$ cat config.mk
export PLATFORM = sky130hd
export DESIGN_NAME = prs_clkgen
export DESIGN_NICKNAME = d
export VERILOG_FILES = /design/src/rtl/prs_clkgen_pkg.sv /design/src/rtl/prs_prescaler.sv /design/src/rtl/prs_lfsr.sv /design/src/rtl/prs_seq_ctrl.sv /design/src/rtl/prs_clkgen.sv
export SDC_FILE = /design/constraint.sdc
export NUM_CORES = 1
export LEC_CHECK = 0
export ABC_CLOCK_PERIOD_IN_PS = 3500
export BUFFER_PORTS_ARGS = -buffer_cell sky130_fd_sc_hd__buf_2
export CORE_ASPECT_RATIO = 1.75
export CORE_MARGIN = 2
export CORE_UTILIZATION = 40
export CTS_CLUSTER_SIZE = 30
export DETAILED_ROUTE_END_ITERATION = 10
export PLACE_DENSITY = 0.6
export SETUP_SLACK_MARGIN = 0.3
export SYNTH_ARGS = -nofsm -noshare
export SYNTH_HDL_FRONTEND = slang
export SYNTH_SLANG_ARGS = --single-unit
$ cat constraint.sdc
create_clock -name clk -period 3.5 [get_ports clk]
set_input_delay 0.875 -clock clk [delete_from_list [all_inputs] [get_ports clk]]
set_output_delay 0.875 -clock clk [all_outputs]
set_load 0.05 [all_outputs]
$ cat src/rtl/prs_clkgen_pkg.sv
package prs_clkgen_pkg;

    localparam int unsigned CODE_W = 3;
    localparam int unsigned CNT_W  = 1 << CODE_W;
    localparam int unsigned L8_W   = 8;
    localparam int unsigned L12_W  = 12;

    typedef struct packed {
        logic              route;
        logic              invert;
        logic              len12;
        logic              seq_en;
        logic              bypass;
        logic [CODE_W-1:0] div_code;
    } ctrl_t;

    typedef enum logic [0:0] {
        ST_IDLE = 1'b0,
        ST_RUN  = 1'b1
    } seq_state_e;

endpackage

$ cat src/rtl/prs_prescaler.sv
module prs_prescaler
    import prs_clkgen_pkg::*;
#(
    parameter int unsigned C_W = CODE_W,
    localparam int unsigned N_W = 1 << C_W
) (
    input  logic           clk,
    input  logic           rst_n,
    input  logic [C_W-1:0] code,
    input  logic           bypass,
    output logic           tick
);

    logic [N_W-1:0] cnt_q;
    logic [N_W-1:0] mask;

    always_ff @(posedge clk or negedge rst_n) begin
        if (!rst_n) cnt_q <= '0;
        else        cnt_q <= cnt_q + 1'b1;
    end

    // mask holds code+1 low ones
    always_comb begin
        mask = {N_W{1'b1}} >> (N_W - 1 - int'(code));
        tick = bypass | ((cnt_q & mask) == mask);
    end

endmodule

$ cat src/rtl/prs_lfsr.sv
module prs_lfsr #(
    parameter int unsigned  W    = 8,
    parameter logic [W-1:0] TAPS = 8'hB8,
    parameter logic [W-1:0] SEED = 8'h01
) (
    input  logic         clk,
    input  logic         rst_n,
    input  logic         load,
    input  logic         step,
    output logic [W-1:0] q
);

    logic fb;

    assign fb = ^(q & TAPS);

    always_ff @(posedge clk or negedge rst_n) begin
        if (!rst_n)    q <= SEED;
        else if (load) q <= SEED;
        else if (step) q <= {q[W-2:0], fb};
    end

endmodule

$ cat src/rtl/prs_seq_ctrl.sv
module prs_seq_ctrl
    import prs_clkgen_pkg::*;
(
    input  logic clk,
    input  logic rst_n,
    input  logic enable,
    input  logic tick,
    output logic load,
    output logic step,
    output logic running
);

    seq_state_e state_q, state_d;

    always_ff @(posedge clk or negedge rst_n) begin
        if (!rst_n) state_q <= ST_IDLE;
        else        state_q <= state_d;
    end

    always_comb begin
        state_d = state_q;
        unique case (state_q)
            ST_IDLE: if (enable)  state_d = ST_RUN;   // IDLE_TO_RUN
            ST_RUN:  if (!enable) state_d = ST_IDLE;  // RUN_TO_IDLE
            default: state_d = ST_IDLE;
        endcase
    end

    always_comb begin
        load    = 1'b0;
        step    = 1'b0;
        running = 1'b0;
        unique case (state_q)
            ST_IDLE: load = 1'b1;
            ST_RUN: begin
                running = 1'b1;
                load    = !enable;
                step    = enable & tick;
            end
            default: load = 1'b1;
        endcase
    end

endmodule

$ cat src/rtl/prs_clkgen.sv
module prs_clkgen
    import prs_clkgen_pkg::*;
#(
    parameter logic [L8_W-1:0]  SEED8  = 8'h01,
    parameter logic [L12_W-1:0] SEED12 = 12'h001
) (
    input  logic       clk,
    input  logic       rst_n,
    input  logic       ctrl_we,
    input  logic [7:0] ctrl_wdata,
    output logic [7:0] ctrl_rdata_o,
    input  logic       dflt_out_i,
    output logic       presc_tick_o,
    output logic       prs_bit_o,
    output logic       pin_clk_o
);

    localparam logic [L8_W-1:0]  TAPS8  = 8'hB8;   // bits 7,5,4,3
    localparam logic [L12_W-1:0] TAPS12 = 12'h829; // bits 11,5,3,0

    ctrl_t             ctrl_q;
    logic              tick;
    logic              load;
    logic              step;
    logic              running;
    logic [L8_W-1:0]   q8;
    logic [L12_W-1:0]  q12;
    logic              seq_bit;
    logic              routed;

    always_ff @(posedge clk or negedge rst_n) begin
        if (!rst_n)       ctrl_q <= '0;
        else if (ctrl_we) ctrl_q <= ctrl_t'(ctrl_wdata);
    end

    prs_prescaler #(.C_W(CODE_W)) u_presc (
        .clk    (clk),
        .rst_n  (rst_n),
        .code   (ctrl_q.div_code),
        .bypass (ctrl_q.bypass),
        .tick   (tick)
    );

    prs_seq_ctrl u_fsm (
        .clk     (clk),
        .rst_n   (rst_n),
        .enable  (ctrl_q.seq_en),
        .tick    (tick),
        .load    (load),
        .step    (step),
        .running (running)
    );

    prs_lfsr #(.W(L8_W), .TAPS(TAPS8), .SEED(SEED8)) u_lfsr8 (
        .clk   (clk),
        .rst_n (rst_n),
        .load  (load),
        .step  (step),
        .q     (q8)
    );

    prs_lfsr #(.W(L12_W), .TAPS(TAPS12), .SEED(SEED12)) u_lfsr12 (
        .clk   (clk),
        .rst_n (rst_n),
        .load  (load),
        .step  (step),
        .q     (q12)
    );

    always_comb begin
        seq_bit = 1'b0;
        if (ctrl_q.seq_en && running)
            seq_bit = ctrl_q.len12 ? q12[L12_W-1] : q8[L8_W-1];
        routed = ctrl_q.seq_en ? seq_bit : tick;
    end

    assign ctrl_rdata_o = ctrl_q;
    assign presc_tick_o = tick;
    assign prs_bit_o    = seq_bit;
    assign pin_clk_o    = ctrl_q.route ? (routed ^ ctrl_q.invert) : dflt_out_i;

endmodule

======== Word level (Yosys, flattened, before mapping) ========
Cells that the tools add are included.
word-level totals
  bits in registers ....................... 37
  logic and storage cells ................. 36
cells by class
  $add $sub $neg .......................... 2
  eq/ne operators ......................... 1
  shift operators ......................... 1
  mux-type cells .......................... 12
  bitwise operators ....................... 5
  reduce and logical (&&, ||, !) cells .... 5
operators with widths
  kind                                               number
  >> shifter 8 x 32 -> 8 bit (first input constant)  1
  two-way mux 12 bit                                 2
  two-way mux 8 bit                                  2
  parity 12 bit                                      1
  adder 8 x 1 -> 8 bit (second input constant)       1
  bitwise AND 8 bit                                  1
  == test 8 bit                                      1
  parity 8 bit                                       1
  two-way mux 1 bit                                  7
  subtractor 3 x 3 -> 4 bit (first input constant)   1
  one-hot mux 1 bit (2 select lines)                 1
  nonzero test 2 bit                                 1
  bitwise AND 1 bit                                  1
  logical AND 1 bit                                  1
  zero test 1 bit                                    1
  inverter 1 bit                                     1
  OR 1 bit                                           1
  XOR 1 bit                                          1

======== Logic depth before layout (Yosys ltp) ========
  word-level depth ........................ 9
  gate-level depth with buffers ........... 6

======== Hierarchy ========
Synthesis repeated with hierarchy kept, for this count alone.
second synthesis, totals
  cells, all modules ...................... 136
  area total of the unflattened synthesis .. 1631.6 sq um
modules (own cells, without submodules)
  module               instances  cells an instance  area an instance (sq um)  seq. area each (sq um)
  prs_lfsr (u_lfsr12)  1          41                 506.7                     301.5
  prs_prescaler        1          34                 376.6                     200.2
  prs_clkgen           1          28                 365.4                     200.2
  prs_lfsr (u_lfsr8)   1          30                 347.8                     201.4
  prs_seq_ctrl         1          3                  35.0                      25.0

======== Least setup slack after synthesis ========
OpenSTA, ideal clock, no wires.
  path kind ............................... register to output
  from .................................... register ctrl_q (netlist bit ctrl_rdata_o[5])
  to ...................................... output port pin_clk_o
  data arrival time ....................... 1.933 ns
  setup slack ............................. 0.692 ns
  cell stages (with the launch flop) ...... 4
  buffers on the path ..................... 0
  cell sequence ........................... dfrtp_1 -> mux2i_1 -> o2111ai_1 -> o211ai_1
between the ends
  word-level cells in the longest chain between the ends .. 5
ends and longest elaborated chain
  element                 line              RTL
  from (decl)             prs_clkgen.sv:21  ctrl_t ctrl_q;
  from (signal assigned)  prs_clkgen.sv:33  else if (ctrl_we) ctrl_q <= ctrl_t'(ctrl_wdata);
  two-way mux 1 bit       prs_clkgen.sv:73  seq_bit = ctrl_q.len12 ? q12[L12_W-1] : q8[L8_W-1];
  two-way mux 1 bit       prs_clkgen.sv:72  if (ctrl_q.seq_en && running)
  two-way mux 1 bit       prs_clkgen.sv:74  routed = ctrl_q.seq_en ? seq_bit : tick;
  XOR 1 bit               prs_clkgen.sv:80  assign pin_clk_o = ctrl_q.route ? (routed ^ ctrl_q.invert) : dflt_out_i;
  two-way mux 1 bit       prs_clkgen.sv:80
  to (decl)               prs_clkgen.sv:15  output logic pin_clk_o
Every way passes these cells.

======== Final worst setup path ========
  from .................................... register ctrl_q (netlist bit ctrl_rdata_o[0])
  to ...................................... output port presc_tick_o
between the ends
  word-level cells in the longest chain between the ends .. 5
ends and longest elaborated chain
  element                       line                 RTL
  subtractor 3 x 3 -> 4 bit *   prs_prescaler.sv:24  mask = {N_W{1'b1}} >> (N_W - 1 - int'(code));
  >> shifter 8 x 32 -> 8 bit *  prs_prescaler.sv:24
  bitwise AND 8 bit             prs_prescaler.sv:25  tick = bypass | ((cnt_q & mask) == mask);
  == test 8 bit *               prs_prescaler.sv:25
  OR 1 bit *                    prs_prescaler.sv:25
  to (decl)                     prs_clkgen.sv:13     output logic presc_tick_o,
Mark *: on every way between the ends. The rest lies on a longest branch, timed or not.

==> metrics.md <==
| Metric | Value |
|---|---|
| Die area | `0.00495 sq mm` |
| Pre-CTS setup slack | `0.929 ns` |
| CTS buffer count | `5` |
| Crit end category | `output port` |
| Core area | `0.00419 sq mm` |
| Sequential area share after synthesis | `between 50% and 60%` |
| Final worst slack | `0.617 ns` |
| Max Fanout on Critical Path | `16` |
| Later-pin clock latency in the skew report | `0.29 ns` |
| Flop pwr share | `51.5%` |
| Placed cell count | `214` |
| Max Slew Vio Count | `0` |
| Peak supply drop | `approximately 0.28 mV` |
| Ys Warns | `0` |
| Leakage | `0.000958 uW` |
| IO buf count | `22` |
| Gpl congestion | `0.748` |
| Largest family of logic cells by synthesized area | `multiplexers` |
| Reg clk slew, reported paths | `0.07 ns` |
| H-tree levels | `2` |
| Hold Path Class | `reg -> reg` |
| NetSw | `268 uW` |
| Power density over the cells | `453 mW/mm^2` |
| Cell area after synthesis | `~0.0018 sq mm` |
| Largest net degree at the start of global routing | `38` |
| Post-synth EDFFs | `0` |
| Top-area cell type share of the netlist area | `49.9%` |
| First-pass GRT wire length | `5750 um` |
| Final period util | `82.4%` |
| Top_reg_cell synth | `dfrtp_1` |
| Clock power share | `33.3%` |
| Filler-free cell count of the finished design | `222` |
| F_max | `around 350 MHz` |
| Max-cap violations | `0` |
| Vias | `1193` |
| Synth Area in Adders | `less than 1%` |
| DR DRC count | `0` |
| Slowest-stage cell, CP | `dfrtp_1` |
| Final Critical Period | `2.88 ns` |
| Initial core utilization | `41.9%` |
| Clk_skew | `0.00720 ns` |
| Die width | `54.1 um` |
| Simple-Gate Fraction of Synth Area | `11.7%` |
| Syn Nets | `162` |
| Synth cell count leaders | `35 x dfrtp_1, 25 x nand2_1, 20 x mux2i_1, 6 x mux2_2, 6 x xnor2_1` |
| Setup TNS | `0 ns` |
| Cell Int Power | `approximately 620 uW` |
| Post-synthesis compound-gate area fraction | `9.56%` |
| Post-CTS Hold Fix Bufs | `0` |
| FILL cells | `about 420` |
| CP Class | `reg -> out` |
| Total GRT Usage | `between 15 and 20%` |
| Count leader, synth | `dfrtp_1` |
| Cell taking the most area after synthesis | `dfrtp_1` |
| Post_cts resized | `0` |
| Synth cell types | `just over 40` |
| DRT iter0 DRCs | `20` |
| Cell count after synthesis | `149` |
| Initial DRT Pass Iterations | `4` |
| CTS root buf | `clkbuf_8` |
| Antenna-violating nets left | `0` |
| Synth area leaders | `dfrtp_1 50%, mux2i_1 11%, nand2_1 5.3%` |
| Worst-path cell chain | `o21ba_2 -> o21ai_1 -> a31oi_4 -> inv_6 -> buf_2` |
| Pwr Total | `between 800 and 900 uW` |
| Async S/R FF share, synth | `100%` |
| Avg Cell Area, Syn | `between 10 and 15 sq um` |
| I/O pins | `23` |
| Diode count | `0` |
| CP Launch Type | `register` |
| Worst-Margin Slew | `0.797 ns` |
| Nets@finish | `185` |
| Die height | `91.6 um` |
| CTS Buffer Depth | `2` |
| CTS tree | `done` |
| Layout cells sized above 1 | `24.9%` |
| Count of state elements after synthesis | `37` |
| Vias in the first global route | `1274` |
| Switching Share | `a little under a third` |
| DR WL/cell | `15.0 um` |
| GRT overflow | `0` |
| Crit path DAT | `2.01 ns` |
| Worst path max stage delay | `0.45 ns` |
| CTS Sinks | `37` |
| Max_slew headroom | `46.9%` |
| Cell row count | `31` |
| Total wire length | `3320 um` |
| DP HPWL | `2430 um` |
| Run status | `finished clean` |
| WP data required | `~2.6 ns` |
| Initial antenna violation count | `0` |
| Synth Area in XOR/XNOR | `5.85%` |
| Total setup buffers inserted after CTS | `0` |
| RSZ-0062 raised after global routing | `false` |
| Post-DP Area | `0.00188 sq mm` |
| Post-synthesis mux area share | `15.3%` |
| Design Area, Final | `just under 0.002 sq mm` |
| Endpoints failing hold | `0` |
| Final number of setup-violating endpoints | `0` |
| Combinational share of power | `between 10% and 20%` |
| Via density | `roughly 5.4` |
| Area Overhead vs Synth | `12.3%` |
==> stage by stage <==
step,hold slack [ns],util (%)
after floorplan,0.433,-
after global placement,0.467,44.9
after detailed placement,0.472,44.9
after CTS,0.487,47.0
after global routing,0.505,47.0
final,0.493,47.0
==> final cells by class <==
type	count	area (sq um)	share of cell area [%]
clock buffers	5	68.8	3.49
clock inverters	3	21.3	1.08
inverters	5	23.8	1.21
multi-input cells	101	756	38.4
flip-flops and latches	37	928	47.1
well taps	49	61.3	3.11
repair buffers	22	110	5.59
==> cells in the final DEF, fill, tap and decap left out, types with 2 or more instances in the layout <==
cell type	instances
mux2_2	6
mux2i_1	20
xor2_1	3
nand4_1	2
inv_1	4
nand3_1	3
inv_6	2
nand2_1	25
dfstp_2	2
xnor2_1	6
buf_2	22
clkbuf_8	5
nor3_1	3
o21ai_0	2
nor2_1	5
and3_1	3
dfrtp_1	35
==> power by group through the flow <==
stage	clock (uW)	sequential (uW)	combinational [uW]
finish	297	459	136
global route	323	462	146
CTS	308	459	138
detailed placement	0	467	137
global placement	0	465	135
floorplan	0	488	85.7
==> routing by layer <==
| layer | wire length [um] | track usage, % |
|---|---|---|
| met5 | 0 | 0 |
| met4 | 121 | 8.13 |
| met3 | 134 | 3.62 |
| met2 | 1800 | 25.7 |
| met1 | 1270 | 18.4 |
==> sequential cells by signal (all words and copies together), names as in the netlist <==
| name | cells |
|---|---|
| u_lfsr12.q | 12 |
| u_presc.cnt_q | 8 |
| u_lfsr8.q | 8 |
| u_fsm.state_q | 1 |
| ctrl_rdata_o | 8 |
==> kinds of logic after synthesis <==
group | count (synthesis)
xor gates and xnor gates | 10
buffers and inverters | 11
muxes | 26
AOI/OAI and AO/OA | 19
DFF | 37
and+or+nand+nor | 45
adders and majority gates | 1
==> critical path: cells and delay by family, from the launching register on <==
| family | cells | cell delay (ns) |
|---|---|---|
| AO/OA/AOI/OAI | 3 | 0.76 |
| buffers and inverters | 2 | 0.51 |
| flip-flops | 1 | 0.45 |
==> worst paths after layout <==
path                                              from                          end  slack, ns  cells past startpoint
max                        ctrl_rdata_o[0]$_DFFE_PN0P_                 presc_tick_o       0.62                      5
min                         u_presc.cnt_q[7]$_DFF_PN0_   u_presc.cnt_q[7]$_DFF_PN0_       0.49                      1
max reg2reg                ctrl_rdata_o[0]$_DFFE_PN0P_    u_lfsr12.q[1]$_DFFE_PN0P_       1.77                      5
min reg2reg                 u_presc.cnt_q[7]$_DFF_PN0_   u_presc.cnt_q[7]$_DFF_PN0_       0.49                      1
max in group asynchronous                        rst_n  ctrl_rdata_o[5]$_DFFE_PN0P_       2.32                      1
min in group asynchronous                        rst_n    u_lfsr12.q[8]$_DFFE_PN0P_       0.67                      1
Power figures use the tool's default switching activity.
